$ cat config.mk
export PLATFORM = sky130hd
export DESIGN_NAME = chain_sel_regs
export DESIGN_NICKNAME = d
export VERILOG_FILES = /design/src/rtl/chain_sel_regs.sv
export SDC_FILE = /design/constraint.sdc
export NUM_CORES = 1
export LEC_CHECK = 0
export ABC_AREA = 1
export BUFFER_PORTS_ARGS = -buffer_cell sky130_fd_sc_hd__buf_2
export CELL_PAD_IN_SITES_DETAIL_PLACEMENT = 0
export CELL_PAD_IN_SITES_GLOBAL_PLACEMENT = 2
export CORE_MARGIN = 1
export CORE_UTILIZATION = 29
export DETAILED_ROUTE_END_ITERATION = 12
export HOLD_SLACK_MARGIN = 0.08
export PLACE_DENSITY_LB_ADDON = 0.1
export SYNTH_ARGS = -nofsm -noshare
export SYNTH_HDL_FRONTEND = slang
export SYNTH_SLANG_ARGS = --single-unit
$ cat constraint.sdc
create_clock -name clk -period 2.9 [get_ports clk]
set_input_delay 0.145 -clock clk [delete_from_list [all_inputs] [get_ports clk]]
set_output_delay 0.145 -clock clk [all_outputs]
set_load 0.02 [all_outputs]
$ cat src/rtl/chain_sel_regs.sv
module chain_sel_regs #(
  parameter int W = 16
) (
  input  logic         clk,
  input  logic         rst_n,
  input  logic         sw_reset,
  input  logic         sel_pa,
  input  logic         sel_ds,
  input  logic         cmd_wr,
  input  logic [W-1:0] cmd_data,
  input  logic         ff_en,
  input  logic         chain_turn,
  input  logic         rd_req,
  output logic [W-1:0] page_addr,
  output logic [W-1:0] dev_sel,
  output logic         selected,
  output logic         broadcast,
  output logic         rd_restrict,
  output logic         rd_en,
  output logic         pa_err
);
  localparam logic [W-1:0] ALL1 = '1;

  typedef enum logic [1:0] {T_NONE, T_PA, T_DS} tgt_t;
  tgt_t pend;

  logic pa_gate, pa_wr, ds_wr, pa_load, pa_bad;

  assign pa_gate = ff_en & chain_turn;
  assign pa_wr   = cmd_wr & (pend == T_PA);
  assign ds_wr   = cmd_wr & (pend == T_DS);
  assign pa_load = pa_wr & pa_gate & (cmd_data != ALL1);
  assign pa_bad  = pa_wr & pa_gate & (cmd_data == ALL1);

  // a new strobe arms for the following cycle; sw_reset disarms
  always_ff @(posedge clk or negedge rst_n) begin
    if (!rst_n)        pend <= T_NONE;
    else if (sw_reset) pend <= T_NONE;
    else if (sel_pa)   pend <= T_PA;
    else if (sel_ds)   pend <= T_DS;
    else if (cmd_wr)   pend <= T_NONE;
  end

  always_ff @(posedge clk or negedge rst_n) begin
    if (!rst_n) begin
      page_addr <= '0;
      dev_sel   <= '0;
      pa_err    <= 1'b0;
    end else begin
      if (pa_load) page_addr <= cmd_data;
      if (ds_wr)   dev_sel   <= cmd_data;
      pa_err <= pa_bad;
    end
  end

  assign broadcast   = (dev_sel == ALL1);
  assign selected    = broadcast | (dev_sel == page_addr);
  assign rd_restrict = broadcast;
  assign rd_en       = rd_req & selected & ~rd_restrict;

  p_legal_pa_r4: assert property (@(posedge clk) disable iff (!rst_n)
    page_addr != ALL1);
  p_err_no_load_r4: assert property (@(posedge clk) disable iff (!rst_n)
    pa_err |-> $stable(page_addr));
  p_ffdis_hold_r5: assert property (@(posedge clk) disable iff (!rst_n)
    !ff_en |=> $stable(page_addr) && !pa_err);
  p_turn_hold_r6: assert property (@(posedge clk) disable iff (!rst_n)
    !chain_turn |=> $stable(page_addr) && !pa_err);
  p_bcast_block_r8: assert property (@(posedge clk) disable iff (!rst_n)
    (dev_sel == ALL1) |-> selected && !rd_en);
  p_swrst_keep_r9: assert property (@(posedge clk) disable iff (!rst_n)
    sw_reset |=> (cmd_wr |=> $stable(page_addr) && $stable(dev_sel)));
  p_idle_hold_r10: assert property (@(posedge clk) disable iff (!rst_n)
    !cmd_wr |=> $stable(page_addr) && $stable(dev_sel));
endmodule

==> run metrics <==
largest net degree at the start of global routing=36; first-pass GRT wire length=7.74 mm; Final Hold Violating Endpoints=0; Synth Area in Adders=0; FF+latch count, synth=35; max-cap violations=0; Synth area leader=dfrtp_1; remaining antenna violation count=0; initial core utilization=0.303; Die X-Extent=80.9 um; simple-gate portion of the synthesized area=0.353; DRT iter0 DRCs=128; total negative slack=0 ns; Synth Area in Compound Gates=0.0416; clock sink total=35; Tot GR Track Use=0.161; vias in the first global route=1603; startpoint types=flip-flop; total CTS buffers=5; Worst EP arrival=1.58 ns; Post-CTS Setup Bufs=0; fraction of layout cells with a size suffix above 1=0.250; Layout Nets=336; Max clock buf depth=2; # port buffers=61; Final HPWL DP=3.50 mm; WL/cell=12.5 um; # rows=28; residual DRC count=0; post-CTS sizing=0; drt via density=4.41; Fill cells=672; die height=80.9 um; Via Count=1706; H-tree depth=2; FF/Latch Area=876 um2; diode count=0; io pins=62; Synth top area share=0.485; Synth Instances=245; Clk Latency, worst-skew pair=0.29 ns; Final Max Tran Viols=0; fmax=581 MHz; Setup CP Type=flip-flop to primary output; mux cell area share after synthesis=0.0249; CP max FO=3; largest family of logic cells by synthesized area=simple AND/OR/NAND/NOR gates; clock root cell=clkbuf_8; Pre-antenna DRT Iters=4; dpl ws=1.21 ns; GP Congestion=0.682; number of hold buffers added after CTS=3; clock skew=0.00541 ns; total wire length=4.84 mm; Post-Syn Nets=270; Final Cycle Share=0.593; multi-input logic area=758 um2; remaining global-route overflow=0; outcome=finished clean; TritonCTS clock tree=yes; Synth Area in XOR/XNOR=0; sequential fraction of the synthesis area=0.485; initial antenna violation count=0; Tightest Pin Transition=0.951 ns; static leakage=1.31 nW; slew margin rel.=0.364; CP endpoint kind=primary output; core area=5960 um2; RSZ-0062 raised after global routing=false; Synth area leaders=dfrtp_1 49%, nand2_1 17%, nor2_1 7.7%, inv_1 7.1%, nand3_1 4.4%; Mapped Avg Cell Area=7.37 um2; CTS clock-pin slew for the worst setup and hold paths=0.07 ns; warnings from Yosys=0; Min-Delay Path Class=input port to flip-flop; Layout area overhead=27.3%; final setup vio count=0; Final min period=1.72 ns; library cells used by synthesis=19; PnR worst setup slack=1.18 ns; CP required=2.76 ns; DIE AREA=6550 um2; Post-Syn Area=1810 um2; VDD IR max=0.226 mV; power per cell area=695 nW/um2
cell usage in the layout, fill, tap and decap left out:
cell / count
nand2_4: 1
mux2_2: 4
buf_4: 1
nor3_1: 3
dfrtp_1: 35
buf_2: 61
a21oi_1: 14
nand3_2: 1
nand3b_1: 1
nand4_1: 5
nand2_2: 2
inv_1: 34
nor2_1: 37
clkbuf_1: 1
clkbuf_8: 7
nand3_1: 16
nor3_4: 1
dlygate4sd3_1: 3
o21ai_0: 1
nand2_1: 84
power breakdown:
part | internal [W] | switching [W]
clock | 0.000217 | 0.000173
sequential | 0.000590 | 0.000103
combinational | 0.000187 | 0.000329
cell type report:
type                    count  area share
well taps                  75      0.0408
repair buffers             65       0.149
flip-flops and latches     35       0.381
multi-input cells         170       0.330
clock buffers               8      0.0435
inverters                  34      0.0555
layer usage:
metal,global-route usage,wire length [um],up-vias
met5,0,0,-
met4,0.0429,53,0
met3,0.0371,190,4
met2,0.275,2310,41
met1,0.203,2290,772
li1,-,-,889
path summary, 6_finish.rpt:
check,start,end,slack [ns],cells after the start
worst max register to register,pend[0]$_DFFE_PN0P_,dev_sel[1]$_DFFE_PN0P_,1.21,3
worst min register to register,page_addr[10]$_DFFE_PN0P_,page_addr[10]$_DFFE_PN0P_,0.52,2
min in group asynchronous,rst_n,page_addr[13]$_DFFE_PN0P_,0.49,2
worst min-delay path,cmd_data[13],page_addr[13]$_DFFE_PN0P_,0.12,3
worst max-delay path,dev_sel[15]$_DFFE_PN0P_,selected,1.18,7
max in group asynchronous,rst_n,dev_sel[7]$_DFFE_PN0P_,1.89,2
synth_stat cells, drive strengths merged:
cell type,number
nand2,87
nor2,37
dfrtp,35
inv,34
nand3,17
a21oi,14
buf,5
nand4,5
mux2,4
nor3,4
clkbuf,1
nand3b,1
o21ai,1
sequential cells by signal (all words and copies together), names as in the netlist:
| signal | cells |
|---|---|
| pend | 2 |
| page_addr | 16 |
| pa_err | 1 |
| dev_sel | 16 |
logic make-up (layout without fill, tap and decap cells):
| logic type | after synthesis | in the layout |
|---|---|---|
| AO/OA/AOI/OAI | 15 | 15 |
| buffers and inverters | 40 | 107 |
| flip-flops | 35 | 35 |
| multiplexers | 4 | 4 |
| AND/OR/NAND/NOR | 151 | 151 |
worst max-delay path: stages (launching register included):
cell and delay [ns]:
dfrtp_1 0.37, inv_1 0.08, nor3_1 0.28, nand2_1 0.11, nor2_1 0.18, inv_1 0.05
nand2_1 0.05, buf_2 0.15
stage by stage:
step	cells	cell area, um2	util	hold WS [ns]	total power, W
detailed placement	376	2170	0.364	0.292	0.00122
CTS	387	2300	0.386	0.115	0.00162
finish	387	2300	0.386	0.117	0.00160
floorplan	245	1810	-	-0.151	0.00102
global placement	376	2170	0.364	0.294	0.00122
global route	387	2300	0.386	0.114	0.00172
Note: power is estimated with default switching activity, not from simulation.
